<file path="src/rtl/frg_pkg.sv">
package frg_pkg;

  // Range word field positions (4 KiB page units)
  localparam int PAGE_SHIFT  = 12;
  localparam int PAGE_W      = 14;
  localparam int RNG_BASE_LSB = 0;
  localparam int RNG_LIM_LSB  = 16;
  localparam int RNG_RD_BIT   = 15;
  localparam int RNG_WR_BIT   = 31;
  localparam logic [31:0] RNG_KEEP_MASK = 32'hBFFF_BFFF;

  typedef enum logic [1:0] {
    KIND_READ      = 2'd0,
    KIND_WRITE     = 2'd1,
    KIND_ERASE     = 2'd2,
    KIND_ERASE_ALT = 2'd3
  } frg_kind_e;

  // Strobes from control to datapath
  typedef struct packed {
    logic regWe;
    logic reqTake;
    logic errClr;
    logic frozen;
  } frg_strobes_t;

endpackage

</file>
<file path="src/rtl/frg_range_match.sv">
module frg_range_match
  import frg_pkg::*;
#(
  parameter int CMP_W = 16
) (
  input  logic [31:0]      rangeWord,
  input  logic             isWrite,
  input  logic [CMP_W-1:0] sPage,
  input  logic [CMP_W-1:0] ePage,
  output logic             hit
);

  logic [CMP_W-1:0] basePg;
  logic [CMP_W-1:0] limPg;
  logic             enabled;

  always_comb begin
    basePg  = CMP_W'(rangeWord[RNG_BASE_LSB +: PAGE_W]);
    limPg   = CMP_W'(rangeWord[RNG_LIM_LSB +: PAGE_W]);
    enabled = isWrite ? rangeWord[RNG_WR_BIT] : rangeWord[RNG_RD_BIT];
    hit     = enabled && (basePg <= limPg) && (basePg <= ePage) && (limPg >= sPage);
  end

endmodule

</file>
<file path="src/rtl/frg_ctrl.sv">
module frg_ctrl
  import frg_pkg::*;
#(
  parameter int NUM_RANGES = 5,
  parameter int IDX_W      = 4
) (
  input  logic         clk,
  input  logic         rstN,
  input  logic         cfgWrEn,
  input  logic [IDX_W-1:0] cfgIdx,
  input  logic         lockIn,
  input  logic         reqValid,
  input  logic         errClr,
  output frg_strobes_t stb
);

  logic lockedQ;

  always_ff @(posedge clk or negedge rstN) begin
    if (!rstN) lockedQ <= 1'b0;
    else       lockedQ <= lockedQ | lockIn;
  end

  always_comb begin
    stb.regWe   = cfgWrEn && !(lockedQ || lockIn) && (cfgIdx < IDX_W'(NUM_RANGES));
    stb.reqTake = reqValid;
    stb.errClr  = errClr;
    stb.frozen  = lockedQ;
  end

  // lockdown stays in force until reset
  a_r9_lock_sticky: assert property (@(posedge clk) disable iff (!rstN)
    lockedQ |=> lockedQ);

endmodule

</file>
<file path="src/rtl/frg_datapath.sv">
module frg_datapath
  import frg_pkg::*;
#(
  parameter int NUM_RANGES = 5,
  parameter int ADDR_W     = 24,
  parameter int LEN_W      = 6,
  parameter int IDX_W      = 4
) (
  input  logic         clk,
  input  logic         rstN,
  input  frg_strobes_t stb,
  input  logic [IDX_W-1:0]  cfgIdx,
  input  logic [31:0]       cfgData,
  input  logic [IDX_W-1:0]  rdIdx,
  output logic [31:0]       rdData,
  input  logic [ADDR_W-1:0] reqAddr,
  input  logic [LEN_W-1:0]  reqLen,
  input  logic [1:0]        reqKind,
  output logic         respValid,
  output logic         respAllow,
  output logic         startCycle,
  output logic         accessErr
);

  localparam int SPAN_W = ADDR_W + 1 - PAGE_SHIFT;
  localparam int CMP_W  = (SPAN_W > PAGE_W) ? SPAN_W : PAGE_W;

  logic [31:0]           rangeQ [NUM_RANGES];
  logic [NUM_RANGES-1:0] hitVec;
  logic [ADDR_W:0]       endByte;
  logic [CMP_W-1:0]      sPage;
  logic [CMP_W-1:0]      ePage;
  frg_kind_e             kind;
  logic                  isWrite;
  logic                  isErase;
  logic                  deny;

  // Request span in page units
  always_comb begin
    kind    = frg_kind_e'(reqKind);
    isWrite = (kind != KIND_READ);
    isErase = (kind == KIND_ERASE) || (kind == KIND_ERASE_ALT);
    endByte = {1'b0, reqAddr} + (ADDR_W+1)'(reqLen);
    sPage   = CMP_W'(reqAddr[ADDR_W-1:PAGE_SHIFT]);
    ePage   = isErase ? sPage : CMP_W'(endByte[ADDR_W:PAGE_SHIFT]);
  end

  for (genvar r = 0; r < NUM_RANGES; r++) begin : g_range
    always_ff @(posedge clk or negedge rstN) begin
      if (!rstN)
        rangeQ[r] <= '0;
      else if (stb.regWe && (cfgIdx == IDX_W'(r)))
        rangeQ[r] <= cfgData & RNG_KEEP_MASK;
    end

    frg_range_match #(.CMP_W(CMP_W)) i_match (
      .rangeWord(rangeQ[r]),
      .isWrite  (isWrite),
      .sPage    (sPage),
      .ePage    (ePage),
      .hit      (hitVec[r])
    );

    // a locked bank never changes
    a_r9_frozen_word: assert property (@(posedge clk) disable iff (!rstN)
      stb.frozen |=> $stable(rangeQ[r]));
  end

  assign deny = |hitVec;

  always_comb begin
    rdData = '0;
    for (int r = 0; r < NUM_RANGES; r++)
      if (rdIdx == IDX_W'(r)) rdData = rangeQ[r];
  end

  always_ff @(posedge clk or negedge rstN) begin
    if (!rstN) begin
      respValid  <= 1'b0;
      respAllow  <= 1'b0;
      startCycle <= 1'b0;
      accessErr  <= 1'b0;
    end else begin
      respValid  <= stb.reqTake;
      respAllow  <= stb.reqTake && !deny;
      startCycle <= stb.reqTake && !deny;
      if (stb.reqTake && deny) accessErr <= 1'b1;
      else if (stb.errClr)     accessErr <= 1'b0;
    end
  end

  // every sampled request is answered one cycle later
  a_r6_resp_follows_req: assert property (@(posedge clk) disable iff (!rstN)
    stb.reqTake |=> respValid);

  // no SPI cycle without an allowed answer
  a_r7_start_needs_allow: assert property (@(posedge clk) disable iff (!rstN)
    startCycle |-> (respValid && respAllow));

  // a deny is always reflected in the error flag
  a_r8_deny_flags_err: assert property (@(posedge clk) disable iff (!rstN)
    (respValid && !respAllow) |-> accessErr);

  // the flag only drops on a clear
  a_r8_err_holds: assert property (@(posedge clk) disable iff (!rstN)
    (accessErr && !stb.errClr) |=> accessErr);

endmodule

</file>
<file path="src/rtl/flash_range_guard.sv">
module flash_range_guard
  import frg_pkg::*;
#(
  parameter int NUM_RANGES = 5,
  parameter int ADDR_W     = 24,
  parameter int LEN_W      = 6,
  parameter int IDX_W      = $clog2(NUM_RANGES) + 1
) (
  input  logic              clk,
  input  logic              rstN,
  input  logic              cfgWrEn,
  input  logic [IDX_W-1:0]  cfgIdx,
  input  logic [31:0]       cfgData,
  input  logic              lockIn,
  input  logic [IDX_W-1:0]  rdIdx,
  output logic [31:0]       rdData,
  input  logic              reqValid,
  input  logic [ADDR_W-1:0] reqAddr,
  input  logic [LEN_W-1:0]  reqLen,
  input  logic [1:0]        reqKind,
  input  logic              errClr,
  output logic              respValid,
  output logic              respAllow,
  output logic              startCycle,
  output logic              accessErr
);

  frg_strobes_t stb;

  frg_ctrl #(.NUM_RANGES(NUM_RANGES), .IDX_W(IDX_W)) i_ctrl (
    .clk     (clk),
    .rstN    (rstN),
    .cfgWrEn (cfgWrEn),
    .cfgIdx  (cfgIdx),
    .lockIn  (lockIn),
    .reqValid(reqValid),
    .errClr  (errClr),
    .stb     (stb)
  );

  frg_datapath #(
    .NUM_RANGES(NUM_RANGES), .ADDR_W(ADDR_W), .LEN_W(LEN_W), .IDX_W(IDX_W)
  ) i_datapath (
    .clk       (clk),
    .rstN      (rstN),
    .stb       (stb),
    .cfgIdx    (cfgIdx),
    .cfgData   (cfgData),
    .rdIdx     (rdIdx),
    .rdData    (rdData),
    .reqAddr   (reqAddr),
    .reqLen    (reqLen),
    .reqKind   (reqKind),
    .respValid (respValid),
    .respAllow (respAllow),
    .startCycle(startCycle),
    .accessErr (accessErr)
  );

endmodule

</file>
<file path="config.mk">
export PLATFORM = sky130hd
export DESIGN_NAME = flash_range_guard
export DESIGN_NICKNAME = d
export VERILOG_FILES = /design/src/rtl/frg_pkg.sv /design/src/rtl/frg_range_match.sv /design/src/rtl/frg_ctrl.sv /design/src/rtl/frg_datapath.sv /design/src/rtl/flash_range_guard.sv
export SDC_FILE = /design/constraint.sdc
export NUM_CORES = 1
export LEC_CHECK = 0
export ABC_AREA = 1
export BUFFER_PORTS_ARGS = -buffer_cell sky130_fd_sc_hd__clkbuf_2
export CAP_MARGIN = 25
export CORE_AREA = 2 2 204 106
export DETAILED_ROUTE_END_ITERATION = 8
export DIE_AREA = 0 0 206 108
export PLACE_DENSITY = 0.78
export SETUP_SLACK_MARGIN = 0.2
export SKIP_LAST_GASP = 1
export SLEW_MARGIN = 10
export SYNTH_ARGS = -nofsm -noshare
export SYNTH_HDL_FRONTEND = slang
export SYNTH_SLANG_ARGS = --single-unit
</file>
<file path="constraint.sdc">
create_clock -name clk -period 5.6 [get_ports clk]
set_input_delay 1.12 -clock clk [delete_from_list [all_inputs] [get_ports clk]]
set_output_delay 1.12 -clock clk [all_outputs]
set_load 0.02 [all_outputs]
</file>
Word-level counts from Yosys, hierarchy flattened
Cells that the tools add are included.
Storage, ports and cells
  register bits: 154
  input port bits: 78
  output and inout bits: 36
  word-level logic and storage cells: 83
Cells by class
  add/sub/neg operators: 1
  $lt $le $gt $ge: 16
  equal/unequal tests: 10
  muxes and demuxes: 13
  bitwise operators: 1
  reduce and logical (&&, ||, !) cells: 33
Operators with widths (count)
  32-bit 2-to-1 mux: 5
  14-bit <= comparator: 10
  14-bit by 12-bit greater-or-equal comparator with 1-bit output: 5
  24-bit by 6-bit adder with 25-bit output: 1
  1-bit logical AND: 24
  4-bit by 2-bit == test with 1-bit output, second input constant: 4
  13-bit 2-to-1 mux: 1
  4-bit by 1-bit == test with 1-bit output, second input constant: 2
  4-bit by 3-bit == test with 1-bit output, second input constant: 2
  4-bit zero test: 2
  1-bit 2-to-1 mux: 7
  5-bit OR reduction: 1
  2-bit == test, second input constant: 2
  4-bit by 3-bit less-than comparator with 1-bit output, second input constant: 1
  2-bit nonzero test: 2
  1-bit zero test: 2
  1-bit logical OR: 2
  1-bit OR: 1

Longest topological paths before layout
  word-level depth: 9
  depth in mapped cells: 24

Cells and area by module
From an unflattened synthesis, not the netlist that was laid out.
Unflattened totals
  cell total of the unflattened synthesis: 1929
  area total of the unflattened synthesis: 13389.1 µm²
Modules (own cells, without submodules)
  frg_datapath: instances 1, cells an instance 926, area an instance 7290.7 µm²
  frg_range_match: instances 5, cells an instance 198, area an instance 1202.4 µm²
  frg_ctrl: instances 1, cells an instance 13, area an instance 86.3 µm²

Worst setup path after synthesis
Ideal clock, no wire load.
  path type: in2reg
  start: in reqAddr[5]
  end: reg i_datapath.accessErr
  arrival time: 4.049 ns
  slack: 1.486 ns
  stages: 21
  path through: ha_1 -> nand2_1 -> nor2_1 -> nand2_1 -> nand2_2 -> nand4_1 -> nor3_1 -> nand3_1 -> nor4_1 -> xor2_1 -> ha_1 -> a21o_1 -> a2111oi_0 -> nand2_1 -> nand2_1 -> nand2_1 -> nand2_1 -> nor2_1 -> nand2_1 -> nand2_1 -> nand2_1
Between the ends
  cells in the longest elaborated chain, start to end: 8
  elaborated cells on any way between the ends: 21
  those cells by class: 1 x add/sub; 5 x order compare; 2 x mux; 13 x reduce/logical
RTL lines
  from (decl): line flash_range_guard.sv:18  | input logic [ADDR_W-1:0] reqAddr,
  24-bit by 6-bit adder with 25-bit output *: line frg_datapath.sv:43  | endByte = {1'b0, reqAddr} + (ADDR_W+1)'(reqLen);
  13-bit 2-to-1 mux *: line frg_datapath.sv:45  | ePage = isErase ? sPage : CMP_W'(endByte[ADDR_W:PAGE_SHIFT]);
  14-bit <= comparator: line frg_range_match.sv:21  | hit = enabled && (basePg <= limPg) && (basePg <= ePage) && (limPg >= sPage);
  1-bit logical AND (2 in a row): line frg_range_match.sv:21
  5-bit OR reduction *: line frg_datapath.sv:69  | assign deny = |hitVec;
  1-bit logical AND *: line frg_datapath.sv:87  | if (stb.reqTake && deny) accessErr <= 1'b1;
  1-bit 2-to-1 mux / 2-bit nonzero test (equally long branches)
  to (signal assigned): line frg_datapath.sv:82  | accessErr <= 1'b0;
  to (signal assigned): line frg_datapath.sv:87
  to (signal assigned): line frg_datapath.sv:88  | else if (stb.errClr) accessErr <= 1'b0;
  to (decl): line frg_datapath.sv:22  | output logic accessErr
Every way passes the cells marked *; elsewhere a longest branch is shown, timed or not.
A chain may end at the register's enable or synchronous reset.

Worst setup path after layout
Same ends and word-level chain as after synthesis.

==> summary.txt <==
Run
  – MaxCap Viol Count: 0

Drt
  – DR iter-0 viols: ~1,600
  – Routed WL per cell: about 22 um
  – # DRC: 0
  – Routed wire length: around 42,000 um
  – 1st-pass router iterations: 6
  – Post-route ant nets: 0
  – DR vias: about 12,000
  – Vias per cell: ~6.2

Logic synthesis
  – Yosys cell types: 42
  – Post-synth ARST share: 100%
  – Top-count cell post-synth: nand2_1
  – Number of flops mapped to enable cells by yosys: 0
  – Syn Inst Count: about 1,500
  – Prevailing post-synth register cell: dfrtp_1
  – Register area share after synthesis: 33.0%
  – Syn_area_per_cell: just under 8 um^2
  – Synth top area share: around 33%
  – Most frequent cells after synthesis: nand2_1, ha_1, inv_1
  – Register bit count reported by yosys: between 150 and 200
  – Dominant cells by area after synthesis: dfrtp_1, ha_1, nand2_1
  – Warnings, synthesis: 0
  – Mapped Area: about 12,000 um^2
  – Largest area contributor in the netlist: dfrtp_1

Clock network
  – # resized after CTS: 0
  – Clock Latency Late Sink: roughly 0.45 ns
  – Setup Fix Bufs, Post-CTS: 0
  – H-tree levels: 4
  – CTS clk-pin slew, worst paths: about 0.070 ns
  – CTS tree: built
  – Inserted Clock Buffers: 17
  – Root buf cell: clkbuf_16
  – Deepest clock path buffer count: 2
  – Cts hold-fix bufs: 0
  – Sinks on Clock Net: 154

Floorplan
  – Num ports: 114
  – Die X: 206 um
  – Die ar.: roughly 22,000 um^2
  – Die Y: 108 um
  – Starting Density: a little under 60%
  – Core area: between 20,000 and 25,000 um^2
  – Row cnt: 37

Finish
  – # nets final: about 1,900
  – Share of cells above drive strength 1: between 10% and 20%
  – Antenna diode count: 0
  – Area Growth Syn to Fin: 12.2%
  – Final cell count without fillers: roughly 1,900
  – Fill cells: 1,766

Power
  – P per Cell Area: around 190 nW/um^2
  – Comb pwr share: between 10 and 15%
  – Internal power: between 1.5 and 2 mW
  – P_leak: 6.72 nW
  – Net Sw Frac: between 20 and 30%
  – Clock network power share: about 45%
  – Share of power burned in registers: 45.1%
  – Maximum VDD drop: just over 0.0002 V
  – Switching pwr: 0.711 mW

GRT
  – First-pass GRT wire length: around 62,000 um
  – Global route overflow: 0
  – Initial antenna violation count: 1
  – Largest net degree at the start of global routing: 107
  – Vias in the first global route: between 10,000 and 15,000
  – GRT Util Overall: between 30% and 40%

Min path
  – HP Class: register to register
  – Hold Startpoint: i_ctrl.lockedQ$_DFF_PN0_

Timing
  – Final Max Slew Viols: 0
  – Worst slew pin tran: 0.919 ns
  – Final period util: 78.5%
  – Max Fclk: between 0.2 and 0.25 GHz
  – Hold Fails Final Rpt: 0
  – RSZ-0062 raised after global routing: false
  – Clock skew: ~0.0064 ns
  – Final worst path period need: about 4.4 ns
  – Setup TNS: 0 ns
  – Worst hold margin: between 0.4 and 0.5 ns
  – Endpoints failing setup: 0
  – Max_slew headroom: about two fifths

Place
  – # placed instances: ~1,900
  – Dpl hpwl: 32,100 um
  – Gpl congestion: approximately 1.0
  – Port Buffers: ~110

Worst setup path
  – CP max FO: 8
  – Setup Crit Path Kind: input pin to register
  – Worst EP required: 5.99 ns
  – Reg2reg start: i_datapath.rangeQ[48]$_DFFE_PN0P_
  – Startpoint Class: input pin
  – CP Data Arrival Time: roughly 4.8 ns
  – Crit end category: register
  – Worst Setup SP: reqAddr[5]

Status
  – Outcome: completed
area by class of cell:
class                   count  area [um^2]  share of cell area [%]
clock inverters            12          109                   0.830
inverters                 182          683                    5.21
clock buffers              19          443                    3.38
multi-input cells        1119         6990                    53.3
flip-flops and latches    154         3850                    29.4
well taps                 273          342                    2.60
repair buffers            125          692                    5.28
critical path: stages:
cell and delay (ns):
clkbuf_2 0.09, ha_1 0.29, nand2_1 0.07, nor2_1 0.09, nand2_1 0.07, nand2_2 0.19
nand4_4 0.22, nor3_1 0.34, nand3_1 0.17, xor2_1 0.46, ha_1 0.34, nand4_1 0.15
nor2_1 0.07, a2111oi_0 0.54, nand2_1 0.12, a21oi_1 0.14, nor2_1 0.06, nand2_1 0.11
nand2_1 0.08, nand2_1 0.07
worst paths after layout:
path                       slack (ns)                                 to  cells past startpoint
min in group asynchronous        0.49  i_datapath.rangeQ[53]$_DFFE_PN0P_                      1
setup reg to reg                 2.85   i_datapath.accessErr$_DFFE_PN0P_                     17
hold reg to reg                  0.47           i_ctrl.lockedQ$_DFF_PN0_                      1
setup / recovery                 1.21   i_datapath.accessErr$_DFFE_PN0P_                     20
max in group asynchronous        3.78   i_datapath.rangeQ[9]$_DFFE_PN0P_                      3
hold / removal                   0.47           i_ctrl.lockedQ$_DFF_PN0_                      1
flip-flops by register name (all words and copies together), names as in the netlist:
| register | cells |
|---|---|
| i_datapath.rangeQ | 150 |
| i_datapath.accessErr | 1 |
| i_datapath.startCycle | 1 |
| i_ctrl.lockedQ | 1 |
| i_datapath.respValid | 1 |
through the flow:
step / power, mW / setup WS, ns / cell area (um^2) / utilization [%]
2_1_floorplan: 1.28 / 1.49 / 11700 / -
3_3_place_gp: 1.39 / 0.834 / 12500 / 61.8
3_5_place_dp: 1.40 / 0.749 / 12500 / 61.8
4_1_cts: 2.50 / 1.20 / 13100 / 64.6
5_1_grt: 2.58 / 0.844 / 13100 / 64.7
6_report: 2.50 / 1.21 / 13100 / 64.7
routing by layer:
metal	vias to the layer above	global-route usage, %	wire (um)
li1	5326	-	-
met1	5514	59.0	18800
met2	692	53.6	16300
met3	62	9.73	5700
met4	2	8.78	680
met5	-	1.56	49
cells by family (layout without fill, tap and decap cells):
| family | after synthesis | in the layout | share of synthesized area [%] |
|---|---|---|---|
| and+or+nand+nor | 545 | 545 | 20.4 |
| AOI/OAI and AO/OA | 366 | 366 | 17.5 |
| buffers and inverters | 229 | 338 | 7.45 |
| adders and majority gates | 195 | 195 | 20.9 |
| DFF | 154 | 154 | 33.0 |
| xor gates and xnor gates | 10 | 10 | 0.749 |
| other | 1 | 2 | 0.0321 |
| muxes | 1 | 1 | 0.0963 |
cells in the final DEF (no fill, tap or decap), drive strengths merged, types with 3 or more instances in the layout:
master and n:
nor2 54, dfrtp 154, o211ai 16, nand4 28, a31oi 3, a211oi 10
a221oi 3, a2111oi 4, nand2 358, clkinvlp 3, clkinv 3, clkbuf 127
a21oi 104, o221ai 3, buf 17, nor3 18, inv 188, nor4 8
o22ai 18, ha 195, a21o 7, o21a 3, xor2 9, o2111ai 3
and3 6, o21bai 13, o21ai 175, nand3 69
power groups by stage:
stage,Sequential (mW),Combinational [mW],Clock [mW]
final,1.13,0.257,1.12
after global routing,1.13,0.286,1.16
after CTS,1.13,0.250,1.12
after detailed placement,1.15,0.249,0
after global placement,1.15,0.238,0
after floorplan,1.14,0.138,0
Power figures use the tool's default switching activity.
